==> config.mk <==
export PLATFORM = sky130hd
export DESIGN_NAME = rtc_calendar_core
export DESIGN_NICKNAME = d
export VERILOG_FILES = /design/src/rtl/rtc_cal_pkg.sv /design/src/rtl/rtc_field_step.sv /design/src/rtl/rtc_hour_step.sv /design/src/rtl/rtc_alarm_match.sv /design/src/rtl/rtc_calendar_core.sv
export SDC_FILE = /design/constraint.sdc
export NUM_CORES = 1
export LEC_CHECK = 0
export BUFFER_PORTS_ARGS = -buffer_cell sky130_fd_sc_hd__buf_2
export CAP_MARGIN = 20
export CORE_AREA = 2 2 134 201
export DETAILED_ROUTE_END_ITERATION = 8
export DIE_AREA = 0 0 136 203
export PLACE_DENSITY = 0.7
export SETUP_SLACK_MARGIN = 0.15
export SYNTH_ARGS = -nofsm -noshare
export SYNTH_HDL_FRONTEND = slang
export SYNTH_SLANG_ARGS = --single-unit
==> constraint.sdc <==
create_clock -name clk -period 11.05 [get_ports clk]
set_input_delay 0.5525 -clock clk [delete_from_list [all_inputs] [get_ports clk]]
set_output_delay 0.5525 -clock clk [all_outputs]
set_load 0.03 [all_outputs]
==> src/rtl/rtc_cal_pkg.sv <==
package rtc_cal_pkg;
  localparam int BYTE_W    = 8;
  localparam int NUM_BYTES = 10;
  localparam int ADR_SEC   = 0;
  localparam int ADR_MIN   = 1;
  localparam int ADR_HOUR  = 2;
  localparam int ADR_DOW   = 3;
  localparam int ADR_DATE  = 4;
  localparam int ADR_MONTH = 5;
  localparam int ADR_YEAR  = 6;
  localparam int ADR_ASEC  = 7;
  localparam int ADR_AMIN  = 8;
  localparam int ADR_AHOUR = 9;
  localparam int ADR_CTRL  = 10;
  localparam int ADR_STAT  = 11;

  // stored byte -> binary value
  function automatic logic [7:0] fmt_to_bin(input logic [7:0] x, input logic bin_mode);
    logic [7:0] tens;
    logic [7:0] units;
    tens  = {4'b0, x[7:4]};
    units = {4'b0, x[3:0]};
    return bin_mode ? x : (tens * 8'd10 + units);
  endfunction

  // binary value (< 100) -> stored byte
  function automatic logic [7:0] bin_to_fmt(input logic [7:0] v, input logic bin_mode);
    logic [3:0] tens;
    logic [3:0] units;
    tens  = 4'(v / 8'd10);
    units = 4'(v % 8'd10);
    return bin_mode ? v : {tens, units};
  endfunction

  function automatic logic [7:0] month_len(input logic [7:0] mo, input logic [7:0] yr);
    case (mo)
      8'd2:                        return (yr[1:0] == 2'b00) ? 8'd29 : 8'd28;
      8'd4, 8'd6, 8'd9, 8'd11:     return 8'd30;
      default:                     return 8'd31;
    endcase
  endfunction
endpackage

==> src/rtl/rtc_field_step.sv <==
module rtc_field_step
  import rtc_cal_pkg::*;
#(
  parameter logic [7:0] FIRST = 8'd0
) (
  input  logic [7:0] cur,
  input  logic [7:0] last,
  input  logic       bin_mode,
  input  logic       inc,
  output logic [7:0] nxt,
  output logic       carry
);
  logic [7:0] val;

  always_comb begin
    val   = fmt_to_bin(cur, bin_mode);
    nxt   = cur;
    carry = 1'b0;
    if (inc) begin
      if (val >= last) begin
        nxt   = bin_to_fmt(FIRST, bin_mode);
        carry = 1'b1;
      end else begin
        nxt = bin_to_fmt(val + 8'd1, bin_mode);
      end
    end
  end
endmodule

==> src/rtl/rtc_hour_step.sv <==
module rtc_hour_step
  import rtc_cal_pkg::*;
#(
  parameter int HOURS_DAY = 24
) (
  input  logic [7:0] cur,
  input  logic       h24,
  input  logic       bin_mode,
  input  logic       inc,
  output logic [7:0] nxt,
  output logic       carry
);
  localparam logic [7:0] LAST_24 = 8'(HOURS_DAY - 1);
  localparam logic [7:0] HALF    = 8'(HOURS_DAY / 2);

  logic [7:0] val;
  logic [7:0] enc;
  logic [7:0] nv;
  logic       pm_n;

  always_comb begin
    nxt   = cur;
    carry = 1'b0;
    nv    = 8'd0;
    pm_n  = cur[7];
    enc   = 8'd0;
    if (h24) begin
      val = fmt_to_bin(cur, bin_mode);
      if (inc) begin
        if (val >= LAST_24) begin
          nxt   = 8'd0;
          carry = 1'b1;
        end else begin
          nxt = bin_to_fmt(val + 8'd1, bin_mode);
        end
      end
    end else begin
      val = fmt_to_bin({1'b0, cur[6:0]}, bin_mode);
      if (val >= HALF) begin
        nv = 8'd1;
      end else if (val == HALF - 8'd1) begin
        nv    = HALF;
        pm_n  = ~cur[7];
        carry = inc & cur[7];
      end else begin
        nv = val + 8'd1;
      end
      enc = bin_to_fmt(nv, bin_mode);
      if (inc) nxt = {pm_n, 7'b0} | enc;
    end
  end
endmodule

==> src/rtl/rtc_alarm_match.sv <==
module rtc_alarm_match (
  input  logic [7:0] sec_n,
  input  logic [7:0] min_n,
  input  logic [7:0] hour_n,
  input  logic [7:0] al_sec,
  input  logic [7:0] al_min,
  input  logic [7:0] al_hour,
  input  logic       upd,
  output logic       hit
);
  always_comb hit = upd && (sec_n == al_sec) && (min_n == al_min) && (hour_n == al_hour);
endmodule

==> src/rtl/rtc_calendar_core.sv <==
module rtc_calendar_core
  import rtc_cal_pkg::*;
#(
  parameter int         ADDR_W     = 4,
  parameter int         YEAR_TOP   = 99,
  parameter logic [7:0] ALARM_INIT = 8'hFF
) (
  input  logic              clk,
  input  logic              rst,
  input  logic              tick_1hz,
  input  logic              wr_en,
  input  logic              rd_en,
  input  logic [ADDR_W-1:0] addr,
  input  logic [7:0]        wdata,
  output logic [7:0]        rdata,
  output logic              alarm_flag
);
  localparam int IDX_W = $clog2(NUM_BYTES);
  localparam int NUM_TIME = 7;

  logic [7:0] regs_q [NUM_BYTES];
  logic       frz_q, bin_q, h24_q, pend_q, flag_q;
  logic       do_upd, hit;
  logic       is_byte, is_ctrl, is_stat;
  logic [IDX_W-1:0] idx;

  logic [7:0] sm_n [2];
  logic       sm_c [2];
  logic [7:0] hour_n, dow_n, date_n, mon_n, year_n;
  logic       day_c, dow_c, date_c, mon_c, year_c;
  logic [7:0] mon_bin, year_bin, dlast;

  assign is_byte = addr < ADDR_W'(NUM_BYTES);
  assign is_ctrl = addr == ADDR_W'(ADR_CTRL);
  assign is_stat = addr == ADDR_W'(ADR_STAT);
  assign idx     = addr[IDX_W-1:0];

  // a tick colliding with a host write is held one cycle
  assign do_upd = (tick_1hz | pend_q) & ~wr_en & ~frz_q;

  always_ff @(posedge clk) begin
    if (rst) pend_q <= 1'b0;
    else     pend_q <= (tick_1hz | pend_q) & wr_en & ~frz_q;
  end

  // seconds and minutes share one 0..59 stepper shape
  for (genvar g = 0; g < 2; g++) begin : g_sm
    rtc_field_step #(.FIRST(8'd0)) u_step (
      .cur(regs_q[g]), .last(8'd59), .bin_mode(bin_q),
      .inc((g == 0) ? do_upd : sm_c[0]),
      .nxt(sm_n[g]), .carry(sm_c[g])
    );
  end

  rtc_hour_step #(.HOURS_DAY(24)) u_hour (
    .cur(regs_q[ADR_HOUR]), .h24(h24_q), .bin_mode(bin_q), .inc(sm_c[1]),
    .nxt(hour_n), .carry(day_c)
  );

  rtc_field_step #(.FIRST(8'd1)) u_dow (
    .cur(regs_q[ADR_DOW]), .last(8'd7), .bin_mode(bin_q), .inc(day_c),
    .nxt(dow_n), .carry(dow_c)
  );

  assign mon_bin  = fmt_to_bin(regs_q[ADR_MONTH], bin_q);
  assign year_bin = fmt_to_bin(regs_q[ADR_YEAR], bin_q);
  assign dlast    = month_len(mon_bin, year_bin);

  rtc_field_step #(.FIRST(8'd1)) u_date (
    .cur(regs_q[ADR_DATE]), .last(dlast), .bin_mode(bin_q), .inc(day_c),
    .nxt(date_n), .carry(date_c)
  );

  rtc_field_step #(.FIRST(8'd1)) u_month (
    .cur(regs_q[ADR_MONTH]), .last(8'd12), .bin_mode(bin_q), .inc(date_c),
    .nxt(mon_n), .carry(mon_c)
  );

  rtc_field_step #(.FIRST(8'd0)) u_year (
    .cur(regs_q[ADR_YEAR]), .last(8'(YEAR_TOP)), .bin_mode(bin_q), .inc(mon_c),
    .nxt(year_n), .carry(year_c)
  );

  rtc_alarm_match u_alarm (
    .sec_n(sm_n[0]), .min_n(sm_n[1]), .hour_n(hour_n),
    .al_sec(regs_q[ADR_ASEC]), .al_min(regs_q[ADR_AMIN]), .al_hour(regs_q[ADR_AHOUR]),
    .upd(do_upd), .hit(hit)
  );

  always_ff @(posedge clk) begin
    if (rst) begin
      for (int i = 0; i < NUM_BYTES; i++) regs_q[i] <= (i >= NUM_TIME) ? ALARM_INIT : 8'd0;
      regs_q[ADR_DOW]   <= 8'd1;
      regs_q[ADR_DATE]  <= 8'd1;
      regs_q[ADR_MONTH] <= 8'd1;
    end else begin
      if (do_upd) begin
        regs_q[ADR_SEC]   <= sm_n[0];
        regs_q[ADR_MIN]   <= sm_n[1];
        regs_q[ADR_HOUR]  <= hour_n;
        regs_q[ADR_DOW]   <= dow_n;
        regs_q[ADR_DATE]  <= date_n;
        regs_q[ADR_MONTH] <= mon_n;
        regs_q[ADR_YEAR]  <= year_n;
      end
      if (wr_en && is_byte) regs_q[idx] <= wdata;
    end
  end

  always_ff @(posedge clk) begin
    if (rst) begin
      frz_q <= 1'b0;
      bin_q <= 1'b0;
      h24_q <= 1'b1;
    end else if (wr_en && is_ctrl) begin
      frz_q <= wdata[0];
      bin_q <= wdata[1];
      h24_q <= wdata[2];
    end
  end

  always_ff @(posedge clk) begin
    if (rst)                  flag_q <= 1'b0;
    else if (hit)             flag_q <= 1'b1;
    else if (rd_en && is_stat) flag_q <= 1'b0;
  end

  always_ff @(posedge clk) begin
    if (rst) rdata <= 8'd0;
    else if (rd_en) begin
      if (is_byte)      rdata <= regs_q[idx];
      else if (is_ctrl) rdata <= {5'b0, h24_q, bin_q, frz_q};
      else if (is_stat) rdata <= {7'b0, flag_q};
      else              rdata <= 8'd0;
    end
  end

  assign alarm_flag = flag_q;

  // frozen and no host write -> time bytes hold
  assert_freeze_hold_R9: assert property (@(posedge clk) disable iff (rst)
    (frz_q && !wr_en) |=> ($stable(regs_q[ADR_SEC]) && $stable(regs_q[ADR_YEAR])));
  // a seconds carry leaves seconds at zero
  assert_sec_wrap_R2: assert property (@(posedge clk) disable iff (rst)
    sm_c[0] |=> (regs_q[ADR_SEC] == 8'd0));
  // day-of-week wraps to Sunday
  assert_dow_wrap_R6: assert property (@(posedge clk) disable iff (rst)
    dow_c |=> (regs_q[ADR_DOW] == 8'd1));
  // date wraps to the first
  assert_date_wrap_R7: assert property (@(posedge clk) disable iff (rst)
    date_c |=> (regs_q[ADR_DATE] == 8'd1));
  // year wraps to zero
  assert_year_wrap_R8: assert property (@(posedge clk) disable iff (rst)
    year_c |=> (regs_q[ADR_YEAR] == 8'd0));
  // match raises the flag
  assert_flag_set_R10: assert property (@(posedge clk) disable iff (rst)
    hit |=> alarm_flag);
  // status read without a new match clears it
  assert_flag_clear_R10: assert property (@(posedge clk) disable iff (rst)
    (rd_en && is_stat && !hit) |=> !alarm_flag);
endmodule

==> flow_summary.json, run 1 <==
{
  "crit_required_ps": 11310,
  "via_per_inst": 6.70,
  "postSynthAreaPerCell_um2": 8.12,
  "setup-violations-final": 0,
  "grt_setup_unrepaired": "no",
  "final_max_slew_viol_count": 0,
  "critical_path_peak_fanout": 14,
  "die_w_um": 136,
  "power_density_nw_per_um2": 187,
  "io_pins": 26,
  "yosys_most_used_dff": "edfxtp_1",
  "status": "completed",
  "holdCritStartpoint": "rdata[2]$_SDFFE_PP0P_",
  "drtAntennaViolNets": 0,
  "worst_pin_slew_ps": 1080,
  "routabilityCongestion": 0.999,
  "crit_chain": "ha_1 > and2_1 > fa_1 > inv_1 > nor2_1 > a221oi_1 > nand3_1 > and2_1 > inv_1 > ha_1 > inv_1 > a221oi_1 > o22a_1 > nand3_1 > maj3_1 > o21ai_2 > mux2i_1 > nand2_1 > mux2i_1 > mux2i_1 > o41ai_1 > nor4_2 > nand4_1 > o41ai_2",
  "r2r-start": "regs_q[0][5]$_DFFE_PP_",
  "utilization": 0.568,
  "min_period_ps": 7420,
  "cts_resized": 0,
  "grt_pass1_vias": 13000,
  "yosysUniqueCellTypes": 103,
  "cts_tree": "done",
  "crit_path_start": "regs_q[0][5]$_DFFE_PP_",
  "post_cts_buffers": 0,
  "async_flop_share": 0,
  "grt_max_degree": 73,
  "hp-class": "register to register",
  "die_area_um2": 27600,
  "dpl.hpwl_mm": 32.9,
  "criticalPathCategory": "register to register",
  "synth_edf_count": 90,
  "grt_pass1_wl_mm": 68.2,
  "critical_path.slowest_cell": "a221oi_1",
  "ir_worst_vdd_v": 0.000362,
  "root_buffer": "clkbuf_16",
  "vias": 13600,
  "track_usage": 0.308,
  "numPortBuffers": 25,
  "yosysSeqAreaShare": 0.212,
  "slowest_delay_ps": 780,
  "cap_violations": 0,
  "h-tree-depth": 3,
  "syn2layout_area_growth_pct": 4.46,
  "finClkSkew_ps": 13.1,
  "clk_pin_slew_worst_paths_ps": 80,
  "relSlewSlack": 0.272,
  "fin_tns_setup_ps": 0,
  "core_area_um2": 25800,
  "hold_viol_final": 0,
  "place_area_um2": 14300,
  "finalCritPeriodShare": 0.671,
  "ctsHoldBuffers": 0,
  "drt_drc_violations_left": 0,
  "syn-cell-area_um2": 14000,
  "clock-sinks": 103,
  "fin_area_um2": 14600,
  "drt_iter0_drc": 1010,
  "fin_nets": 1813,
  "worstSetupStartpointType": "register",
  "wl_mm": 42.8,
  "dr.pass1.iters": 6,
  "cts_inserted_buffers": 9,
  "fmax_mhz": 135,
  "wl_per_cell_um": 21.1,
  "clock_latency_ps": 360,
  "cp-end-kind": "register",
  "cp.arrival_ps": 7680,
  "cts_max_path_buffers": 2,
  "start_util": 0.543,
  "overflow": 0,
  "ys_warn_count": 0,
  "die_height_um": 203,
  "drive_gt1_frac": 0.0853,
  "ys_ff_latch": 103,
  "grt_antenna_before_repair": 1,
  "leakagePower_nw": 5.61,
  "rows": 72,
  "synth_cells": 1723
}
[cell families after synthesis]
family / after synthesis / share of synthesized area
DFF: 103 / 0.212
other: 1 / 0.000268
xor gates and xnor gates: 111 / 0.0695
AOI/OAI and AO/OA: 542 / 0.267
and+or+nand+nor: 632 / 0.227
adders and majority gates: 108 / 0.103
buffers and inverters: 144 / 0.0420
muxes: 82 / 0.0799
[synthesized netlist by cell type (18+ instances only)]
| master | count | area (µm²) |
|---|---|---|
| ha_1 | 87 | 1090 |
| nor3_1 | 56 | 280 |
| nor2_1 | 156 | 586 |
| inv_1 | 59 | 221 |
| xnor2_1 | 74 | 648 |
| a21o_1 | 24 | 180 |
| nand2b_1 | 29 | 181 |
| o22ai_1 | 18 | 113 |
| and3_1 | 22 | 138 |
| o21ai_0 | 122 | 611 |
| edfxtp_1 | 90 | 2700 |
| mux2_2 | 18 | 203 |
| mux2i_1 | 42 | 420 |
| and2_1 | 27 | 169 |
| o211ai_1 | 27 | 203 |
| or2_2 | 25 | 156 |
| nand3_1 | 43 | 215 |
| xor2_1 | 37 | 324 |
| mux4_2 | 22 | 495 |
| clkbuf_1 | 59 | 221 |
| nand2_1 | 151 | 567 |
| a21oi_1 | 112 | 561 |
| or3_1 | 33 | 206 |
[layer usage]
layer / global-route usage / share of wire / up-vias
met5: 0 / 0.00026 / -
met4: 0.147 / 0.050 / 2
met3: 0.0317 / 0.050 / 116
met2: 0.562 / 0.52 / 461
met1: 0.354 / 0.38 / 6558
li1: - / - / 6495
[worst paths after layout]
path                                           endpoint  slack [ps]  cells past startpoint
worst max-delay path            alarm_flag$_SDFFE_PP0P_        3630                     24
worst max register to register  alarm_flag$_SDFFE_PP0P_        3630                     24
worst min register to register    rdata[2]$_SDFFE_PP0P_         500                      2
worst min-delay path              rdata[2]$_SDFFE_PP0P_         500                      2
[metrics by stage]
stage	hold WS [ps]	worst slack, ps	cells	total power [mW]
final	501	3630	2034	2.74
after global routing	527	3110	2033	2.97
after CTS	501	3790	2031	2.72
after detailed placement	481	3800	2015	2.36
after global placement	477	4020	2015	2.32
after floorplan	475	3020	1732	1.99
[state kept, by name, indices dropped and copies added (netlist names)]
name and count:
frz_q 1, rdata 8, bin_q 1, pend_q 1
regs_q 90, alarm_flag 1, h24_q 1
[worst max-delay path, delay by kind of cell, from the launching register on]
kind / cells / cell delay [ps]
adder cells (fa/ha/maj): 4 / 1430
multiplexers: 3 / 980
buffers and inverters: 3 / 240
AO/OA/AOI/OAI: 6 / 2360
flip-flops: 1 / 550
AND/OR/NAND/NOR: 8 / 1770
[power breakdown]
group          internal (mW)  leakage, nW  switching [mW]
Clock                  0.202        0.161           0.154
Sequential             0.464         1.03          0.0594
Combinational          0.757         4.42            1.11
[cell type report]
cell class              count  area [µm²]
clock buffers               9         225
repair buffers             36         205
well taps                 333         417
fillers                  2405       11100
inverters                  60         225
flip-flops and latches    103        2970
diodes                      1        2.50
clock inverters             7         100
multi-input cells        1485       10500
[cell usage in the layout, fill, tap and decap left out, types with 15 or more instances in the layout]
master and instances:
a211oi_1 17, a21o_1 24, a21oi_1 112, a221oi_1 17, and2_1 27, and3_1 22
buf_2 26, edfxtp_1 90, ha_1 87, inv_1 59, mux2_2 18, mux2i_1 42
mux4_2 22, nand2_1 151, nand2b_1 29, nand3_1 43, nand4_1 15, nor2_1 156
nor2b_1 15, nor3_1 56, o211ai_1 27, o21a_1 16, o21ai_0 122, o22ai_1 18
o31ai_1 17, or2_2 25, or3_1 33, xnor2_1 74, xor2_1 37
No activity file was read; power rests on OpenSTA's default activity.
==> run 2, diff against run 1 <==
--- a/config.mk
+++ b/config.mk
@@ -10,7 +10,7 @@
 export CORE_AREA = 2 2 134 201
 export DETAILED_ROUTE_END_ITERATION = 8
 export DIE_AREA = 0 0 136 203
-export PLACE_DENSITY = 0.7
+export PLACE_DENSITY = 0.73
 export SETUP_SLACK_MARGIN = 0.15
 export SYNTH_ARGS = -nofsm -noshare
 export SYNTH_HDL_FRONTEND = slang
==> constraint.sdc (replaced) <==
create_clock -name clk -period 6.2 [get_ports clk]
set_input_delay 0.31 -clock clk [delete_from_list [all_inputs] [get_ports clk]]
set_output_delay 0.31 -clock clk [all_outputs]
set_load 0.03 [all_outputs]
==> run 2 against run 1 <==
Compared with the run above: core utilization is 3.5 points higher; non-clock buffer count is 66 higher; critical path type unchanged; largest power group unchanged; cell area is 6.2% higher; first-iteration DRC count is 9.1% lower; highest routed layer unchanged; cell count is 3.2% higher.
==> flow_summary.json, run 2 (synthesis gave the netlist of run 1 again) <==
{
  "status": "completed",
  "slowest_delay_ps": 570,
  "die_area_um2": 27600,
  "final_max_slew_viol_count": 0,
  "critical_path_peak_fanout": 11,
  "overflow": 0,
  "crit_required_ps": 6450,
  "wl_per_cell_um": 20.6,
  "leakagePower_nw": 5.99,
  "min_period_ps": 6060,
  "grt.met3_usage": 0.0407,
  "ir_worst_vdd_v": 0.000706,
  "clock_latency_ps": 350,
  "whs_endpoint": "pend_q$_SDFF_PP0_",
  "drtAntennaViolNets": 0,
  "holdPathStages": 3,
  "die_w_um": 136,
  "finClkSkew_ps": 11.0,
  "vias": 14000,
  "antenna_cells": 0,
  "cap_violations": 0,
  "core_area_um2": 25800,
  "rows": 72,
  "clk_pin_slew_worst_paths_ps": 70,
  "nFillCells": 2343,
  "cp.arrival_ps": 6320,
  "utilization": 0.603,
  "finalCritPeriodShare": 0.978,
  "seq_area_um2": 2970,
  "multi_input_area_um2": 10900,
  "grt_max_degree": 81,
  "dr.pass1.iters": 6,
  "holdCritStartpoint": "tick_1hz",
  "grt_most_used_layer": "met2",
  "clock-sinks": 103,
  "fin_area_um2": 15500,
  "ctsHoldBuffers": 0,
  "syn2layout_area_growth_pct": 10.9,
  "relSlewSlack": 0.350,
  "io_pins": 26,
  "h-tree-depth": 3,
  "grt_pass1_vias": 13400,
  "critical_path.slowest_cell": "or4b_4",
  "power.total_mw": 5.17,
  "start_util": 0.543,
  "die_height_um": 203,
  "grt_antenna_before_repair": 1,
  "r2r-start": "regs_q[2][6]$_DFFE_PP_",
  "hp-class": "input port to register",
  "track_usage": 0.308,
  "worst_pin_slew_ps": 968,
  "drive_gt1_frac": 0.157,
  "worstSetupStartpointType": "register",
  "r2r-end": "alarm_flag$_SDFFE_PP0P_",
  "drt_iter0_drc": 918,
  "regMostFlops": "regs_q",
  "power_density_nw_per_um2": 333,
  "layout_common_cells": "nor2_1, nand2_1, o21ai_0",
  "fin_nets": 1879,
  "globalRouteMet2Util": 0.566,
  "cts_max_path_buffers": 2,
  "reg_top3": "regs_q x90, rdata x8",
  "reg2reg_depth": 22,
  "cts_inserted_buffers": 9,
  "setup-violations-final": 0,
  "wl_mm": 43.3,
  "cp-end-kind": "register",
  "worst-r2r-setup-slack_ps": 140,
  "grt_pass1_wl_mm": 68.2,
  "fmax_mhz": 165,
  "root_buffer": "clkbuf_16",
  "place_area_um2": 14900,
  "largest_reg_flops": 90,
  "crit_path_frequent_cell": "buf_4",
  "hold_viol_final": 0,
  "routabilityCongestion": 0.986,
  "cts_tree": "done",
  "final_common_cell": "nor2_1",
  "crit_chain": "buf_4 > ha_1 > ha_1 > a21oi_1 > or4b_4 > and3_4 > nor2_2 > a211oi_2 > or2_4 > a221o_1 > buf_4 > buf_4 > a2111oi_4 > o211ai_2 > a32oi_2 > xnor2_1 > or4_1 > nor3_2 > nand4_1 > nor4_2 > nand4_1 > o41ai_2",
  "grt_setup_unrepaired": "yes",
  "drt_drc_violations_left": 0,
  "via_per_inst": 6.67,
  "dpl.hpwl_mm": 33.1,
  "criticalPathCategory": "register to register",
  "numPortBuffers": 25,
  "globalRouteMet1Util": 0.337
}
-- run 2: cell count changes in the layout (fill, tap and decap cells not counted), moves of 5 or more --
| cell | delta |
|---|---|
| ha_1 | -7 |
| mux2i_1 | -5 |
| mux2i_2 | +5 |
| nor3_1 | -5 |
| buf_4 | +66 |
-- run 2: stage by stage --
step | setup TNS (ps) | std cells | setup slack [ps] | hold slack [ps]
after floorplan | -82.0 | 1732 | -82.0 | 409
after detailed placement | -22.5 | 2063 | -22.5 | 495
final | 0 | 2099 | 139 | 315
after global placement | 0 | 2063 | 187 | 475
after CTS | 0 | 2082 | 165 | 308
after global routing | -105 | 2099 | -105 | 348
-- run 2: worst max-delay path by stage --
| stage | cells past startpoint | slack [ps] | start | endpoint |
|---|---|---|---|---|
| finish | 22 | 140 | regs_q[2][6]$_DFFE_PP_ | alarm_flag$_SDFFE_PP0P_ |
| global route | 24 | -110 | regs_q[2][5]$_DFFE_PP_ | alarm_flag$_SDFFE_PP0P_ |
| CTS | 24 | 170 | regs_q[1][5]$_DFFE_PP_ | alarm_flag$_SDFFE_PP0P_ |
| detailed placement | 24 | -20 | regs_q[2][5]$_DFFE_PP_ | alarm_flag$_SDFFE_PP0P_ |
| global placement | 24 | 190 | regs_q[2][5]$_DFFE_PP_ | alarm_flag$_SDFFE_PP0P_ |
| floorplan | 35 | -80 | bin_q$_SDFFE_PP0P_ | alarm_flag$_SDFFE_PP0P_ |
-- run 2: worst max-delay path: cells and delay by family (launching register included) --
kind | cells | cell delay, ps
simple gates | 9 | 2590
compound gates | 7 | 1680
fa+ha+maj | 2 | 710
buf+inv | 3 | 480
flops | 1 | 400
xor+xnor | 1 | 90
-- run 2: repair_timing --
action	4_1_cts	5_1_grt
resized for setup	5	39
pin swaps	2	18
endpoints found under the setup margin	1	11
setup buffers	3	17
-- run 2: area by class of cell --
| type | instances | area share |
|---|---|---|
| Sequential cell | 103 | 0.191 |
| Clock buffer | 9 | 0.0145 |
| Inverter | 60 | 0.0147 |
| Multi-Input combinational cell | 1485 | 0.702 |
| Timing Repair Buffer | 102 | 0.0461 |
| Clock inverter | 7 | 0.00500 |
| Tap cell | 333 | 0.0268 |
-- run 2: where the power goes --
| part | switching (mW) | total (mW) | internal, mW |
|---|---|---|---|
| Clock | 0.267 | 0.584 | 0.318 |
| Sequential | 0.0806 | 0.907 | 0.826 |
| Combinational | 2.11 | 3.68 | 1.57 |
| Total | 2.46 | 5.17 | 2.71 |
-- run 2: layer usage --
layer | vias to the layer above | part of all wire
li1 | 6624 | -
met5 | - | 0.00025
met2 | 502 | 0.52
met1 | 6721 | 0.37
met4 | 2 | 0.057
met3 | 155 | 0.059
==> run 3, diff against run 2 <==
--- a/config.mk
+++ b/config.mk
@@ -5,11 +5,12 @@
 export SDC_FILE = /design/constraint.sdc
 export NUM_CORES = 1
 export LEC_CHECK = 0
+export ABC_AREA = 1
 export BUFFER_PORTS_ARGS = -buffer_cell sky130_fd_sc_hd__buf_2
 export CAP_MARGIN = 20
-export CORE_AREA = 2 2 134 201
+export CORE_AREA = 2 2 128 193
 export DETAILED_ROUTE_END_ITERATION = 8
-export DIE_AREA = 0 0 136 203
+export DIE_AREA = 0 0 130 195
 export PLACE_DENSITY = 0.73
 export SETUP_SLACK_MARGIN = 0.15
 export SYNTH_ARGS = -nofsm -noshare
==> run 3 against run 2 <==
Compared with the run above: critical path depth is 15 higher; combinational power is 24% lower; register-to-register slack improved by 470 ps; sequential cell count rose by 6; via count fell by 11%; sequential share of layout area up 4.1 points; die area decreased by 8.2%; highest routed layer unchanged.
==> flow_summary.json, run 3 <==
{
  "status": "completed",
  "synth_area_leaders": "edfxtp_1, nand2_1, ha_1",
  "dpl.hpwl_mm": 27.9,
  "criticalPathCategory": "register to register",
  "dp_cells": 2218,
  "routabilityCongestion": 0.963,
  "clock_latency_ps": 370,
  "synthTopCellsByCount": "nand2_1, inv_1, nand3_1",
  "yosysMostFrequentCell": "nand2_1",
  "hold_viol_final": 0,
  "drt_iter0_drc": 950,
  "worstSetupStartpointType": "register",
  "core_area_um2": 23600,
  "setup-violations-final": 0,
  "drt_drc_violations_left": 0,
  "slowest_delay_ps": 580,
  "syn-cell-area_um2": 12900,
  "cp-end-kind": "register",
  "postSynthAreaPerCell_um2": 6.81,
  "overflow": 0,
  "path_delay_family": "simple AND/OR/NAND/NOR gates",
  "grt_pass1_wl_mm": 57.4,
  "reg_top3": "regs_q x96, rdata x8",
  "grt_setup_unrepaired": "no",
  "fin_nets": 2030,
  "h-tree-depth": 3,
  "worst_pin_slew_ps": 1070,
  "grt_max_degree": 64,
  "drive_gt1_frac": 0.119,
  "p_sw_mw": 2.18,
  "grt_pass1_vias": 11900,
  "min_period_ps": 5600,
  "finClkSkew_ps": 16.4,
  "cts_max_path_buffers": 2,
  "cap_violations": 0,
  "root_buffer": "clkbuf_16",
  "crit_path_frequent_cell": "nand2_1",
  "critical_path_peak_fanout": 7,
  "async_flop_share": 0,
  "fin_cells": 2237,
  "cp-endpoint": "alarm_flag$_SDFFE_PP0P_",
  "p_comb_frac": 0.646,
  "via_per_inst": 5.58,
  "yosysSeqAreaShare": 0.244,
  "io_pins": 26,
  "final_max_slew_viol_count": 0,
  "vias": 12500,
  "regMostFlops": "regs_q",
  "wl_mm": 35.6,
  "fin_tns_setup_ps": 0,
  "start_util": 0.546,
  "reg2reg_depth": 37,
  "ctsHoldBuffers": 0,
  "worst-r2r-setup-slack_ps": 600,
  "die_height_um": 195,
  "wl_per_cell_um": 15.9,
  "crit_required_ps": 6490,
  "crit_path_start": "regs_q[1][7]$_DFFE_PP_",
  "clk_pin_slew_worst_paths_ps": 80,
  "power_density_nw_per_um2": 317,
  "dr.pass1.iters": 8,
  "syn2layout_area_growth_pct": 5.14,
  "synth_top_area_frac": 0.224,
  "leakagePower_nw": 6.65,
  "drtAntennaViolNets": 0,
  "die_area_um2": 25400,
  "final_common_cell": "nand2_1",
  "cp.arrival_ps": 5890,
  "numPortBuffers": 25,
  "cp.depth": 37,
  "die_w_um": 130,
  "finalCritPeriodShare": 0.903,
  "cts_tree": "done",
  "p_int_mw": 2.11,
  "fmax_mhz": 179,
  "yosys_most_used_dff": "edfxtp_1",
  "r2r-end": "alarm_flag$_SDFFE_PP0P_",
  "ir_worst_vdd_v": 0.000385,
  "synth_cells": 1890,
  "synth_edf_count": 96,
  "nFillCells": 2286,
  "hp-class": "input port to register",
  "largest_reg_flops": 96,
  "rows": 69,
  "switching_share": 0.508,
  "layout_common_cells": "nand2_1, inv_1, nand3_1",
  "crit_buf_inv": 1,
  "grt_antenna_before_repair": 1,
  "critical_path.slowest_cell": "fa_1",
  "yosysTopAreaCell": "edfxtp_1",
  "power.total_mw": 4.30,
  "clock-sinks": 109,
  "track_usage": 0.284,
  "r2r-start": "regs_q[1][7]$_DFFE_PP_",
  "relSlewSlack": 0.280,
  "ys_warn_count": 0,
  "cts_inserted_buffers": 9,
  "yosysUniqueCellTypes": 67,
  "ys_ff_latch": 109,
  "pwr-share-clk": 0.133,
  "p_seq_frac": 0.221
}
-- run 3: worst min-delay path by stage --
stage | start | end | slack [ps] | cells after the start
5_1_grt | wdata[0] | regs_q[10][0]$_DFFE_PP_ | 160 | 1
3_3_place_gp | rdata[7]$_SDFFE_PP0P_ | rdata[7]$_SDFFE_PP0P_ | 450 | 2
4_1_cts | wdata[4] | regs_q[11][4]$_DFFE_PP_ | 160 | 1
6_report | wdata[4] | regs_q[11][4]$_DFFE_PP_ | 160 | 1
2_1_floorplan | wdata[0] | regs_q[10][0]$_DFFE_PP_ | 410 | 0
3_5_place_dp | rdata[1]$_SDFFE_PP0P_ | rdata[1]$_SDFFE_PP0P_ | 460 | 2
-- run 3: cell type report --
type / count / area [µm²] / share of cell area
multi-input cells: 1497 / 8540 / 0.630
flip-flops and latches: 109 / 3150 / 0.232
inverters: 261 / 985 / 0.0727
well taps: 319 / 399 / 0.0295
clock buffers: 9 / 225 / 0.0166
repair buffers: 34 / 188 / 0.0139
clock inverters: 7 / 60.1 / 0.00444
diodes: 1 / 2.50 / 0.000185
-- run 3: cell families (layout without fill, tap and decap cells) --
logic type      count (synthesis)  after routing  share of synthesized area
fa+ha+maj                     101            101                      0.106
buf+inv                       299            311                     0.0978
simple gates                 1014           1014                      0.356
compound gates                308            308                      0.152
other cells                     1             17                   0.000291
xor+xnor                       58             58                     0.0444
flops                         109            109                      0.244
-- run 3: per-layer routing --
layer	GRT usage	routed length, µm
met3	0.0353	2100
met1	0.315	13200
met5	0	13
met4	0.166	2360
met2	0.509	17900
-- run 3: metrics by stage --
stage                     instance area (µm²)  setup WS (ps)  utilization  hold WS [ps]
after global placement                  13200            722        0.562           453
final                                   13500            604        0.575           162
after detailed placement                13200            597        0.562           457
after global routing                    13500            169        0.574           164
after CTS                               13500            571        0.574           165
after floorplan                         12900           1480            -           409
-- run 3: power groups by stage --
stage	Sequential (mW)	Clock, mW	Combinational, mW
after floorplan	0.935	0	2.28
after CTS	0.945	0.567	2.78
after global routing	0.954	0.595	3.21
after global placement	0.959	0	2.68
after detailed placement	0.962	0	2.76
final	0.948	0.573	2.78
-- run 3: what timing repair did --
action | CTS | global route
buffers inserted | 0 | 0
endpoints found under the setup margin | 0 | 1
resized for setup | 0 | 1
endpoints found under the hold margin | 0 | 0
